`src/rtl/rps_pkg.sv`:
```
package rps_pkg;

  typedef enum logic [2:0] {
    CLS_RRRI   = 3'd0,
    CLS_ADDSUB = 3'd1,
    CLS_ADDI   = 3'd2,
    CLS_LOAD   = 3'd3,
    CLS_STORE  = 3'd4,
    CLS_JAL    = 3'd5,
    CLS_CALL   = 3'd6,
    CLS_IMMPFX = 3'd7
  } cls_e;

  typedef enum logic [1:0] {
    SRC_RA   = 2'd0,
    SRC_RD   = 2'd1,
    SRC_ZERO = 2'd2
  } src_a_e;

  typedef struct packed {
    src_a_e a_src;
    logic   b_from_rd;
    logic   writes;
    logic   is_call;
    logic   is_imm;
  } dec_t;

endpackage

```
`src/rtl/rps_class_decode.sv`:
```
module rps_class_decode
  import rps_pkg::*;
(
  input  cls_e cls,
  output dec_t dec
);

  always_comb begin
    dec           = '0;
    dec.a_src     = SRC_RA;
    dec.b_from_rd = 1'b0;
    dec.writes    = 1'b1;
    dec.is_call   = 1'b0;
    dec.is_imm    = 1'b0;
    unique case (cls)
      CLS_RRRI:   dec.a_src = SRC_RD;
      CLS_ADDSUB,
      CLS_ADDI,
      CLS_LOAD,
      CLS_JAL:    dec.a_src = SRC_RA;
      CLS_STORE: begin
        dec.a_src     = SRC_RA;
        dec.b_from_rd = 1'b1;
        dec.writes    = 1'b0;
      end
      CLS_CALL: begin
        dec.a_src   = SRC_ZERO;
        dec.is_call = 1'b1;
      end
      CLS_IMMPFX: begin
        dec.a_src  = SRC_RD;
        dec.writes = 1'b0;
        dec.is_imm = 1'b1;
      end
      default: dec.a_src = SRC_RA;
    endcase
  end

endmodule

```
`src/rtl/rps_ex_track.sv`:
```
module rps_ex_track #(
  parameter int unsigned AW       = 4,
  parameter int unsigned LINK_REG = 15
) (
  input  logic          clk,
  input  logic          rst_n,
  input  logic          pipe_en,
  input  logic [AW-1:0] dc_rd,
  input  logic          dc_writes,
  input  logic          dc_is_call,
  input  logic          dc_is_imm,
  output logic [AW-1:0] ex_dest,
  output logic          ex_wr,
  output logic          ex_imm
);

  localparam logic [AW-1:0] LINK = AW'(LINK_REG);

  always_ff @(posedge clk or negedge rst_n) begin
    if (!rst_n) begin
      ex_dest <= '0;
      ex_wr   <= 1'b0;
      ex_imm  <= 1'b0;
    end else if (pipe_en) begin
      ex_dest <= dc_is_call ? LINK : dc_rd;
      ex_wr   <= dc_writes;
      ex_imm  <= dc_is_imm;
    end
  end


  ex_hold_chk: assert property (@(posedge clk) disable iff (!rst_n)
    !pipe_en |=> ($stable(ex_dest) && $stable(ex_wr) && $stable(ex_imm)));


  call_link_chk: assert property (@(posedge clk) disable iff (!rst_n)
    (pipe_en && dc_is_call) |=> (ex_dest == LINK));

endmodule

```
`src/rtl/rps_port_mux.sv`:
```
module rps_port_mux
  import rps_pkg::*;
#(
  parameter int unsigned AW = 4
) (
  input  logic          phase_hi,
  input  src_a_e        a_src,
  input  logic          b_from_rd,
  input  logic [AW-1:0] dc_rd,
  input  logic [AW-1:0] dc_ra,
  input  logic [AW-1:0] dc_rb,
  input  logic [AW-1:0] ex_dest,
  output logic [AW-1:0] dc_src_a,
  output logic [AW-1:0] port_a,
  output logic [AW-1:0] port_b
);

  logic [AW-1:0] dc_src_b;

  always_comb begin
    unique case (a_src)
      SRC_RD:   dc_src_a = dc_rd;
      SRC_ZERO: dc_src_a = '0;
      default:  dc_src_a = dc_ra;
    endcase
  end

  assign dc_src_b = b_from_rd ? dc_rd : dc_rb;
  assign port_a   = phase_hi ? dc_src_a : ex_dest;
  assign port_b   = phase_hi ? dc_src_b : ex_dest;

endmodule

```
`src/rtl/rps_fwd_ctl.sv`:
```
module rps_fwd_ctl #(
  parameter int unsigned AW = 4
) (
  input  logic          clk,
  input  logic          rst_n,
  input  logic          pipe_en,
  input  logic [AW-1:0] ex_dest,
  input  logic          ex_wr,
  input  logic          ex_imm,
  input  logic          ex_annul,
  input  logic [AW-1:0] dc_src_a,
  output logic          fwd_a,
  output logic          wb_en,
  output logic          b_lo_ce,
  output logic          b_hi_ce
);

  logic retire;

  assign retire  = ex_wr && !ex_annul && (ex_dest != '0);
  assign wb_en   = retire;
  assign fwd_a   = retire && (ex_dest == dc_src_a);
  assign b_lo_ce = pipe_en;
  assign b_hi_ce = pipe_en && !ex_imm;


  fwd_live_chk: assert property (@(posedge clk) disable iff (!rst_n)
    fwd_a |-> (!ex_annul && ex_dest != '0 && ex_dest == dc_src_a));


  wb_zero_chk: assert property (@(posedge clk) disable iff (!rst_n)
    wb_en |-> (ex_dest != '0 && !ex_annul));


  bce_order_chk: assert property (@(posedge clk) disable iff (!rst_n)
    b_hi_ce |-> b_lo_ce);


  prefix_block_chk: assert property (@(posedge clk) disable iff (!rst_n)
    ex_imm |-> !b_hi_ce);

endmodule

```
`src/rtl/regport_fwd_ctl.sv`:
```
module regport_fwd_ctl
  import rps_pkg::*;
#(
  parameter int unsigned NREGS    = 16,
  parameter int unsigned LINK_REG = 15,
  localparam int unsigned AW      = $clog2(NREGS)
) (
  input  logic          clk,
  input  logic          rst_n,
  input  logic          pipe_en,
  input  logic          phase_hi,
  input  logic [2:0]    dc_class,
  input  logic [AW-1:0] dc_rd,
  input  logic [AW-1:0] dc_ra,
  input  logic [AW-1:0] dc_rb,
  input  logic          ex_annul,
  output logic [AW-1:0] port_a,
  output logic [AW-1:0] port_b,
  output logic          fwd_a,
  output logic          wb_en,
  output logic          b_lo_ce,
  output logic          b_hi_ce
);

  dec_t          dec;
  logic [AW-1:0] ex_dest;
  logic          ex_wr;
  logic          ex_imm;
  logic [AW-1:0] dc_src_a;

  rps_class_decode u_dec (
    .cls (cls_e'(dc_class)),
    .dec (dec)
  );

  rps_ex_track #(.AW(AW), .LINK_REG(LINK_REG)) u_ex (
    .clk        (clk),
    .rst_n      (rst_n),
    .pipe_en    (pipe_en),
    .dc_rd      (dc_rd),
    .dc_writes  (dec.writes),
    .dc_is_call (dec.is_call),
    .dc_is_imm  (dec.is_imm),
    .ex_dest    (ex_dest),
    .ex_wr      (ex_wr),
    .ex_imm     (ex_imm)
  );

  rps_port_mux #(.AW(AW)) u_mux (
    .phase_hi  (phase_hi),
    .a_src     (dec.a_src),
    .b_from_rd (dec.b_from_rd),
    .dc_rd     (dc_rd),
    .dc_ra     (dc_ra),
    .dc_rb     (dc_rb),
    .ex_dest   (ex_dest),
    .dc_src_a  (dc_src_a),
    .port_a    (port_a),
    .port_b    (port_b)
  );

  rps_fwd_ctl #(.AW(AW)) u_fwd (
    .clk      (clk),
    .rst_n    (rst_n),
    .pipe_en  (pipe_en),
    .ex_dest  (ex_dest),
    .ex_wr    (ex_wr),
    .ex_imm   (ex_imm),
    .ex_annul (ex_annul),
    .dc_src_a (dc_src_a),
    .fwd_a    (fwd_a),
    .wb_en    (wb_en),
    .b_lo_ce  (b_lo_ce),
    .b_hi_ce  (b_hi_ce)
  );


  reset_quiet_chk: assert property (@(posedge clk)
    !rst_n |-> (!wb_en && !fwd_a));

endmodule

```
`config.mk`:
```
export PLATFORM = sky130hd
export DESIGN_NAME = regport_fwd_ctl
export DESIGN_NICKNAME = d
export VERILOG_FILES = /design/src/rtl/rps_pkg.sv /design/src/rtl/rps_class_decode.sv /design/src/rtl/rps_ex_track.sv /design/src/rtl/rps_port_mux.sv /design/src/rtl/rps_fwd_ctl.sv /design/src/rtl/regport_fwd_ctl.sv
export SDC_FILE = /design/constraint.sdc
export NUM_CORES = 1
export LEC_CHECK = 0
export BUFFER_PORTS_ARGS = -buffer_cell sky130_fd_sc_hd__buf_2
export CAP_MARGIN = 20
export CORE_UTILIZATION = 38
export DETAILED_ROUTE_END_ITERATION = 6
export MAX_ROUTING_LAYER = met4
export PLACE_DENSITY = 0.75
export SETUP_SLACK_MARGIN = 0.5
export SLEW_MARGIN = 20
export SYNTH_ARGS = -nofsm -noshare
export SYNTH_HDL_FRONTEND = slang
export SYNTH_HIERARCHICAL = 1
export SYNTH_SLANG_ARGS = --single-unit
```
`constraint.sdc`:
```
create_clock -name clk -period 2.2 [get_ports clk]
set_input_delay 0.44 -clock clk [delete_from_list [all_inputs] [get_ports clk]]
set_output_delay 0.44 -clock clk [all_outputs]
set_load 0.05 [all_outputs]
```
Yosys cells after proc, flatten, opt, wreduce, memory -nomap -nowiden --
Cells that the tools add are included.
Cells by class: equality and inequality tests 10, muxes and demuxes 10, reductions and logical operators 11
Operator list (number):
- two-way mux 4 bit | 4
- equality test 3 bit (second input constant) | 4
- one-hot mux 4 bit (2 select lines) | 1
- equality test 3 x 2 -> 1 bit (second input constant) | 2
- one-hot mux 2 bit (3 select lines) | 1
- OR reduction 5 bit | 1
- equality test 4 bit | 1
- logical AND 1 bit | 4
- two-way mux 1 bit | 4
- nonzero test 4 bit | 1
- OR reduction 2 bit | 2
- equality test 3 x 1 -> 1 bit (second input constant) | 1
- zero test 3 bit | 1
- equality test 2 x 1 -> 1 bit (second input constant) | 1
- equality test 2 bit (second input constant) | 1
- zero test 1 bit | 2
Storage, ports and cells: register bits 6, input bits 20, output and inout port bits 12, logic and storage cells 34

Logic depth before layout (Yosys ltp) --
Gate-level depths: netlist of the first run.
word-level depth 7, mapped depth 10, depth with buffers taken out 9

Cells and area by module --
The synthesis of the first run kept the hierarchy.
Modules (own cells, without submodules):
- rps_ex_track | times used 1, cells each 21, area each 241.5 µm², sequential area each 150.1 µm²
- rps_port_mux | times used 1, cells each 32, area each 188.9 µm², sequential area each 0.0 µm²
- rps_fwd_ctl | times used 1, cells each 10, area each 86.3 µm², sequential area each 0.0 µm²
- rps_class_decode | times used 1, cells each 9, area each 57.6 µm², sequential area each 0.0 µm²

Worst setup path after synthesis of the first run --
No wires, ideal clock.
path kind input-to-output, from input dc_class[1], to output port_a[0], arrival 2.261 ns, required time 1.760 ns, slack -0.501 ns, cell stages on the path 7, path buffers 1, cell sequence nand2_1 -> nor2_1 -> buf_4 -> inv_1 -> ha_1 -> nand3b_1 -> a31oi_1
RTL lines:
- from (decl) | RTL line regport_fwd_ctl.sv:12 | input logic [2:0] dc_class,
- to (decl) | RTL line regport_fwd_ctl.sv:17 | output logic [AW-1:0] port_a,

==> flow_summary.json, run 1 <==
{
  "ys_dominant_reg_cell": "dfrtp_1",
  "grt_overflow": 0,
  "vias_per_cell": 5.43,
  "ctsHoldBuffers": 0,
  "cts_root_buf": "clkbuf_4",
  "power_density_mw_per_mm2": 471,
  "synth_top_area_share_pct": 26.1,
  "layout_setup_ws_ns": -0.339,
  "syn_nets": 93,
  "routedWlPerCell_um": 18.2,
  "clk_path_buf_depth": 2,
  "row_count": 13,
  "grt_pass1_wl_mm": 3.06,
  "ys_top_cells_by_count": "14 x nor2_1, 10 x nand2_1, 8 x a21oi_1, 6 x dfrtp_1",
  "finalSetupViolCount": 5,
  "cts_tree": "yes",
  "rsz0062_at_grt": "yes",
  "status": "finished, violations left",
  "yosysTopAreaCell": "dfrtp_1",
  "synth.distinct_cells": 23,
  "netlist_area_um2": 574,
  "die_y_um": 40.9,
  "clkLatencyLatePin_ns": 0.23,
  "grt_max_degree": 13,
  "grt.met1_usage_pct": 36.2,
  "ios": 32,
  "synthTopCellsByArea": "dfrtp_1 26%, nor2_1 9.2%, a21oi_1 7.0%",
  "reg2reg_from": "u_ex/ex_dest[1]",
  "area_delta_synth_final_pct": 107,
  "path_buf_inv": 2,
  "synthArstFlopShare_pct": 100,
  "synth_most_common_cell": "nor2_1",
  "hold_path.class": "in2async",
  "cts_inserted_buffers": 3,
  "cp.required_ns": 1.76,
  "synth_seq_area_share_pct": 26.1,
  "fmax_mhz": 394,
  "drc": 0,
  "gp_congestion": 0.802,
  "netlist_instances": 72,
  "max_cap_viol_count": 0,
  "layout_worst_path_cycle_share_pct": 115,
  "worst_hold_slack_ns": 0.0154,
  "fin_setup_tns_ns": -1.13,
  "crit_chain": "buf_8, and3_4, or2_4, ha_4, nand3b_1, nand2_1, xor2_1, nor2_1, and4_4, buf_8",
  "drt-initial-drc-count": 10,
  "yosysWarnings": 6,
  "drive_gt1_share_pct": 65.6,
  "cp-end-kind": "output pin",
  "drv_slew": 0,
  "met3_usage_pct": 2.72,
  "violations": "negative setup slack",
  "fin_nets": 145,
  "grt_busiest_layer": "met2",
  "ff2ff_setup_slack_ns": 1.39,
  "antenna_found_initial": 0,
  "clkSinkCount": 6,
  "reg2regPathDepth": 3,
  "insertedDiodeCount": 0,
  "synth-edff-count": 0,
  "crit_path_start_kind": "input pin",
  "r2r_end": "u_ex/ex_dest[1]",
  "vias": 744,
  "clk_pin_slew_ns": 0.04,
  "die_w_um": 40.9,
  "path_max_fanout": 8,
  "fill_cells": 68,
  "tightest_slew_ns": 0.506,
  "max_stage_delay_ns": 0.32,
  "drt_first_pass_iters": 4,
  "drt_wl_total_mm": 2.49,
  "final-hold-violation-count": 0,
  "skew_ns": 0,
  "ir_drop_uv": 356,
  "slew_headroom_pct": 66.2,
  "cp.arrival_ns": 2.10,
  "crit_family": "simple AND/OR/NAND/NOR gates",
  "io_buffer_count": 31,
  "core_mm2": 0.00135,
  "die_area_mm2": 0.00167,
  "ys_ff_latch": 6,
  "p_leak_nw": 0.522,
  "postSynthAreaPerCell_um2": 7.98,
  "path_common_cell": "buf_8",
  "crit_type": "in2out",
  "min_period_ns": 2.54,
  "dp_hpwl_mm": 1.32,
  "cp_slowest_cell": "ha_4",
  "grt.total_usage_pct": 29.6,
  "cts_max_level": 1,
  "ant_nets": 0,
  "use_met2_pct": 48.4,
  "start_util_pct": 42.5,
  "grt_pass1_vias": 677
}
final cells by class:
cell class | count | area [um^2] | area share (%)
clock buffer | 3 | 22.5 | 1.89
inverter | 1 | 3.75 | 0.316
multi-input combinational | 60 | 576 | 48.4
sequential | 6 | 151 | 12.7
tap | 15 | 18.8 | 1.58
timing repair buffer | 52 | 417 | 35.1
cell usage in the layout (no fill, tap or decap):
master    instances
a21oi_1           4
a21oi_4           4
a31oi_4           4
and3_4            1
and4_4            1
buf_2            18
buf_4            17
buf_6            15
buf_8             2
clkbuf_4          3
dfrtp_1           5
dfrtp_2           1
ha_4              1
inv_2             1
mux2_4            2
mux2i_4           4
nand2_1           9
nand2_2           1
nand3b_1          4
nor2_1           13
nor2_4            1
nor2b_1           1
nor3_1            1
nor3b_2           1
nor3b_4           1
nor4_2            1
or2_4             1
xnor2_1           3
xor2_1            2
logic make-up after synthesis:
logic type,Yosys count,share of synthesized area [%]
AO/OA/AOI/OAI,12,11.3
XOR/XNOR,5,7.63
adder cells (fa/ha/maj),1,2.18
buffers and inverters,6,7.41
flip-flops,6,26.1
multiplexers,6,12.2
AND/OR/NAND/NOR,36,33.1
sequential cells by signal, summed over array words and instances, names as in the netlist:
name / flops
u_ex/ex_dest: 4
u_ex/ex_wr: 1
u_ex/ex_imm: 1
worst register-to-register path: cells and delay by family, from the launching register on:
family / cells / cell delay, ns
DFF: 1 / 0.38
buffers and inverters: 1 / 0.15
and+or+nand+nor: 1 / 0.10
AOI/OAI and AO/OA: 1 / 0.05
metal layers:
metal | vias to the layer above | wire length, um
met5 | - | 0
met4 | 0 | 30
met3 | 4 | 134
met2 | 34 | 1330
met1 | 355 | 988
li1 | 351 | -
worst max-delay path by stage:
| stage | startpoint | to | slack (ns) | depth (start not counted) |
|---|---|---|---|---|
| finish | dc_class[0] | fwd_a | -0.34 | 10 |
| global route | dc_class[0] | fwd_a | -0.38 | 10 |
| CTS | dc_class[0] | fwd_a | -0.30 | 10 |
| detailed placement | dc_class[1] | fwd_a | -0.41 | 10 |
| global placement | dc_class[1] | fwd_a | -0.39 | 10 |
| floorplan | dc_class[0] | fwd_a | -0.14 | 8 |
repair_timing:
item	4_1_cts	5_1_grt
gates resized for setup	37	10
cloned	0	0
setup buffers	3	4
setup endpoints to repair	10	10
pin swaps	7	8
report_power, final:
group	switching [mW]	total [mW]	internal [mW]
sequential	0.0115	0.133	0.122
clock	0.0331	0.0944	0.0613
combinational	0.187	0.332	0.145
stage by stage:
| step | area, um^2 | util [%] | instances | total power, mW | setup WS [ns] |
|---|---|---|---|---|---|
| finish | 1190 | 88.0 | 137 | 0.559 | -0.339 |
| global route | 1190 | 88.0 | 137 | 0.584 | -0.380 |
| CTS | 1120 | 82.9 | 133 | 0.540 | -0.302 |
| detailed placement | 928 | 68.8 | 127 | 0.389 | -0.409 |
| global placement | 928 | 68.8 | 127 | 0.384 | -0.393 |
| floorplan | 688 | - | 72 | 0.318 | -0.143 |
Power figures use the tool's default switching activity.
==> inputs of run 2 (changes only) <==
Settings changed: RECOVER_POWER set to 25.
==> flow_summary.json, run 2 (synthesis gave the netlist of run 1 again) <==
{
  "fill_cells": 68,
  "ios": 32,
  "p_sw_share_pct": 41.4,
  "cts_root_buf": "clkbuf_4",
  "seqPwrFrac_pct": 23.8,
  "max_flop_register": "u_ex/ex_dest",
  "crit_family": "simple AND/OR/NAND/NOR gates",
  "fin_nets": 145,
  "ir_drop_uv": 356,
  "drt-initial-drc-count": 13,
  "area_delta_synth_final_pct": 107,
  "dp_cells": 127,
  "antenna_found_initial": 0,
  "finalSetupViolCount": 5,
  "ctsHoldBuffers": 0,
  "layout_worst_path_cycle_share_pct": 115,
  "violations": "negative setup slack",
  "row_count": 13,
  "path_common_cell": "buf_8",
  "fin_area_mm2": 0.00119,
  "largest_register_ffs": 4,
  "p_int_mw": 0.328,
  "path_max_fanout": 8,
  "fmax_mhz": 394,
  "cp.arrival_ns": 2.10,
  "clkSinkCount": 6,
  "crit_type": "in2out",
  "pre_cts_slack_ns": -0.409,
  "drt_first_pass_iters": 4,
  "ant_nets": 0,
  "p_sw_mw": 0.231,
  "placed_area_um2": 928,
  "max_cap_viol_count": 0,
  "grt_max_degree": 13,
  "most-common-layout-cells": "17 x buf_2, 17 x buf_4, 15 x buf_6, 13 x nor2_1, 9 x nand2_1",
  "gp_congestion": 0.802,
  "slew_headroom_pct": 66.2,
  "power.share.clock_pct": 16.9,
  "tightest_slew_ns": 0.506,
  "cts_inserted_buffers": 3,
  "core_mm2": 0.00135,
  "vias_per_cell": 5.43,
  "cts_tree": "yes",
  "vias": 744,
  "die_y_um": 40.9,
  "insertedDiodeCount": 0,
  "hold_path.class": "in2async",
  "power_density_mw_per_mm2": 471,
  "grt.total_usage_pct": 29.6,
  "reg.largest.list": "u_ex/ex_dest: 4 flops, u_ex/ex_imm: 1 flops, u_ex/ex_wr: 1 flops",
  "min_period_ns": 2.54,
  "p_leak_nw": 0.520,
  "drc": 0,
  "clk_path_buf_depth": 2,
  "max_stage_delay_ns": 0.32,
  "crit_chain": "buf_8, and3_4, or2_4, ha_4, nand3b_1, nand2_1, xor2_1, nor2_1, and4_4, buf_8",
  "p_comb_share_pct": 59.3,
  "cp-end-kind": "output pin",
  "io_buffer_count": 31,
  "dp_hpwl_mm": 1.32,
  "status": "finished, violations left",
  "rsz0062_at_grt": "yes",
  "routedWlPerCell_um": 18.2,
  "grt_pass1_vias": 677,
  "grt_pass1_wl_mm": 3.06,
  "skew_ns": 0,
  "cp_slowest_cell": "ha_4",
  "drive_gt1_share_pct": 64.8,
  "drv_slew": 0,
  "die_area_mm2": 0.00167,
  "cts_max_level": 1,
  "layout_setup_ws_ns": -0.339,
  "crit_path_start_kind": "input pin",
  "drt_wl_total_mm": 2.49,
  "clk_pin_slew_ns": 0.04,
  "start_util_pct": 42.5,
  "clkLatencyLatePin_ns": 0.23,
  "grt_overflow": 0,
  "fin_setup_tns_ns": -1.13,
  "cp.required_ns": 1.76,
  "die_w_um": 40.9,
  "final-hold-violation-count": 0,
  "fin_cells": 137,
  "path_buf_inv": 2
}
## run 2: per-stage QoR
step	util, %	hold slack, ns	power (mW)
finish	88.0	0.0604	0.559
global route	88.0	0.0840	0.584
CTS	82.9	0.00821	0.540
detailed placement	68.8	0.266	0.389
global placement	68.8	0.263	0.384
floorplan	-	0.144	0.318
## run 2: routing by layer
metal / part of all wire [%] / up-vias / track usage, %
met3: 5.4 / 4 / 2.72
met1: 40 / 355 / 36.2
met2: 54 / 34 / 48.4
met5: 0 / - / -
met4: 1.2 / 0 / 14.2
li1: - / 351 / -
## run 2: worst register-to-register path, delay by kind of cell, from the launching register on
family          cells  cell delay, ns
buf+inv             1            0.15
flops               1            0.38
compound gates      1            0.05
simple gates        1            0.10
## run 2: path summary, 6_finish.rpt
| path | start | endpoint | slack [ns] | cells past startpoint |
|---|---|---|---|---|
| max | dc_class[0] | fwd_a | -0.34 | 10 |
| min | rst_n | u_ex/ex_dest[1] | 0.06 | 1 |
| max reg2reg | u_ex/ex_dest[1] | u_ex/ex_dest[1] | 1.39 | 3 |
| min reg2reg | u_ex/ex_imm | u_ex/ex_imm | 0.52 | 1 |
| max in group asynchronous | rst_n | u_ex/ex_dest[2] | 1.89 | 1 |
| min in group clk | u_ex/ex_imm | u_ex/ex_imm | 0.52 | 1 |
## run 2: power by group through the flow
stage                     clock network [mW]  registers, mW  logic, mW
after global routing                   0.104          0.134      0.346
after detailed placement                   0          0.135      0.254
after CTS                              0.101          0.132      0.306
final                                 0.0944          0.133      0.332
after floorplan                            0          0.132      0.186
after global placement                     0          0.135      0.249
## run 2: final cells by class
class | count | area [um^2] | share of cell area, %
Tap cell | 15 | 18.8 | 1.58
Timing Repair Buffer | 52 | 415 | 35.0
Multi-Input combinational cell | 60 | 576 | 48.5
Inverter | 1 | 3.75 | 0.316
Sequential cell | 6 | 151 | 12.8
Clock buffer | 3 | 22.5 | 1.90
## run 2: repair_timing
item,in CTS,in global routing
setup endpoints to repair,10,10
buffers inserted,3,4
pin swaps,7,8
gates resized for setup,37,10
==> inputs of run 3 (changes only) <==
Settings changed: CORE_UTILIZATION 38 to 37, PLACE_DENSITY 0.75 to 0.74, SYNTH_HIERARCHICAL 1 to not set.
==> flow_summary.json, run 3 <==
{
  "antenna_found_initial": 0,
  "drt-initial-drc-count": 24,
  "layout_worst_path_cycle_share_pct": 133,
  "clkLatencyLatePin_ns": 0.26,
  "dp_hpwl_mm": 1.33,
  "clk_path_buf_depth": 2,
  "cts_inserted_buffers": 3,
  "fin_setup_tns_ns": -1.76,
  "most-common-layout-cells": "18 x buf_2, 17 x buf_6, 13 x nor2_1, 13 x buf_4, 9 x a21oi_4",
  "rsz0062_at_grt": "yes",
  "fill_cells": 53,
  "grt_pass1_wl_mm": 2.78,
  "cp.required_ns": 1.76,
  "ir_drop_uv": 385,
  "grt_overflow": 0,
  "pre_cts_slack_ns": -0.681,
  "cts_root_buf": "clkbuf_4",
  "violations": "negative setup slack",
  "path_max_fanout": 5,
  "insertedDiodeCount": 0,
  "max_flop_register": "u_ex.ex_dest",
  "drt_first_pass_iters": 4,
  "final_common_cell": "buf_2",
  "die_y_um": 40.4,
  "min_period_ns": 2.92,
  "fin_area_mm2": 0.00121,
  "die_w_um": 40.4,
  "hold_path.class": "in2reg",
  "row_count": 13,
  "fin_nets": 145,
  "synth_top_area_share_pct": 27.5,
  "final-hold-violation-count": 0,
  "vias": 830,
  "cp-end-kind": "output pin",
  "fmax_mhz": 343,
  "area_delta_synth_final_pct": 122,
  "synthArstFlopShare_pct": 100,
  "syn_nets": 92,
  "synth_seq_area_share_pct": 27.5,
  "netlist_area_um2": 546,
  "finalSetupViolCount": 5,
  "crit_type": "in2out",
  "grt_max_degree": 14,
  "layout_setup_ws_ns": -0.717,
  "grt_pass1_vias": 649,
  "power_density_mw_per_mm2": 493,
  "crit_start": "dc_class[1]",
  "cts_max_level": 1,
  "gp_congestion": 0.821,
  "ant_nets": 0,
  "core_mm2": 0.00133,
  "netlist_instances": 71,
  "ys_dominant_reg_cell": "dfrtp_1",
  "vias_per_cell": 6.06,
  "die_area_mm2": 0.00163,
  "placed_area_um2": 938,
  "drive_gt1_share_pct": 68.9,
  "max_cap_viol_count": 0,
  "routedWlPerCell_um": 19.2,
  "ys_top_cells_by_count": "16 x nor2_1, 14 x a21oi_1, 6 x dfrtp_1, 5 x mux2i_1",
  "yosysWarnings": 0,
  "min_from": "dc_class[2]",
  "reg.largest.list": "u_ex.ex_dest: 4 flops, u_ex.ex_imm: 1 flops, u_ex.ex_wr: 1 flops",
  "status": "finished, violations left",
  "drv_slew": 0,
  "drc": 0,
  "start_util_pct": 40.9,
  "grt.total_usage_pct": 27.8,
  "synthTopCellsByArea": "dfrtp_1 28%, a21oi_1 13%, nor2_1 11%",
  "cp.arrival_ns": 2.48,
  "synth-edff-count": 0,
  "largest_register_ffs": 4,
  "total_power_mw": 0.598,
  "yosysTopAreaCell": "dfrtp_1",
  "drt_wl_total_mm": 2.64,
  "ys_ff_latch": 6,
  "skew_ns": 0,
  "postSynthAreaPerCell_um2": 7.68,
  "clk_pin_slew_ns": 0.05,
  "synth_most_common_cell": "nor2_1",
  "slew_headroom_pct": 68.2,
  "p_leak_nw": 0.540,
  "crit_path_start_kind": "input pin",
  "worst_hold_slack_ns": 0.539,
  "reg2reg_from": "u_ex.ex_dest[2]",
  "cts_tree": "yes",
  "io_buffer_count": 31,
  "synth.distinct_cells": 22,
  "ios": 32,
  "clkSinkCount": 6,
  "tightest_slew_ns": 0.478
}
-- run 3: cell type report --
type / count / area [um^2] / share of cell area (%)
multi-input combinational: 60 / 606 / 49.9
sequential: 6 / 151 / 12.5
timing repair buffer: 51 / 408 / 33.6
tap: 15 / 18.8 / 1.55
clock buffer: 3 / 22.5 / 1.86
inverter: 2 / 7.51 / 0.619
-- run 3: worst paths after layout --
check | end | slack (ns) | cells past startpoint
setup / recovery | fwd_a | -0.72 | 10
hold / removal | u_ex.ex_wr | 0.54 | 3
setup reg to reg | u_ex.ex_dest[2] | 1.39 | 2
hold reg to reg | u_ex.ex_imm | 0.54 | 2
max in group asynchronous | u_ex.ex_dest[2] | 1.35 | 2
min in group asynchronous | u_ex.ex_dest[0] | 0.59 | 2
-- run 3: logic make-up (layout without fill, tap and decap cells) --
kind of cell,count (synthesis),count (layout),synth area share [%]
multiplexers,5,5,9.17
AO/OA/AOI/OAI,18,18,17.4
adder cells (fa/ha/maj),1,1,2.29
XOR/XNOR,3,3,4.82
flip-flops,6,6,27.5
buffers and inverters,5,56,4.13
AND/OR/NAND/NOR,33,33,34.6
-- run 3: what timing repair did --
| action | in CTS | in global routing |
|---|---|---|
| pin swaps | 9 | 7 |
| resized for setup | 45 | 7 |
| buffers inserted | 3 | 1 |
| endpoints found under the setup margin | 10 | 10 |
| endpoints found under the hold margin | 0 | 6 |
| hold buffers | 0 | 1 |
-- run 3: critical path, stage by stage --
cell and delay (ns):
buf_6 0.10, or3_4 0.38, nand2_2 0.08, ha_4 0.22, and3b_1 0.24, buf_4 0.13
o21ai_0 0.13, a22o_1 0.27, nor4b_4 0.26, buf_6 0.21
-- run 3: routing by layer --
metal  part of all wire [%]  global-route usage, %  up-vias
met5                      0                      -        -
met4                    5.8                   10.0        0
met1                     39                   29.7      384
met2                     49                   46.4       67
li1                       -                      -      355
met3                    7.0                   10.6       24
-- run 3: through the flow --
stage          utilization, %  std cells
2_1_floorplan               -         71
3_3_place_gp             70.4        129
3_5_place_dp             70.4        129
4_1_cts                  87.2        135
5_1_grt                  91.0        137
6_report                 91.0        137
-- run 3: power breakdown --
| group | internal (mW) | switching [mW] | leakage, nW |
|---|---|---|---|
| clock | 0.0622 | 0.0476 | 0.0138 |
| combinational | 0.155 | 0.195 | 0.459 |
| sequential | 0.121 | 0.0171 | 0.0665 |
| total | 0.338 | 0.260 | 0.540 |
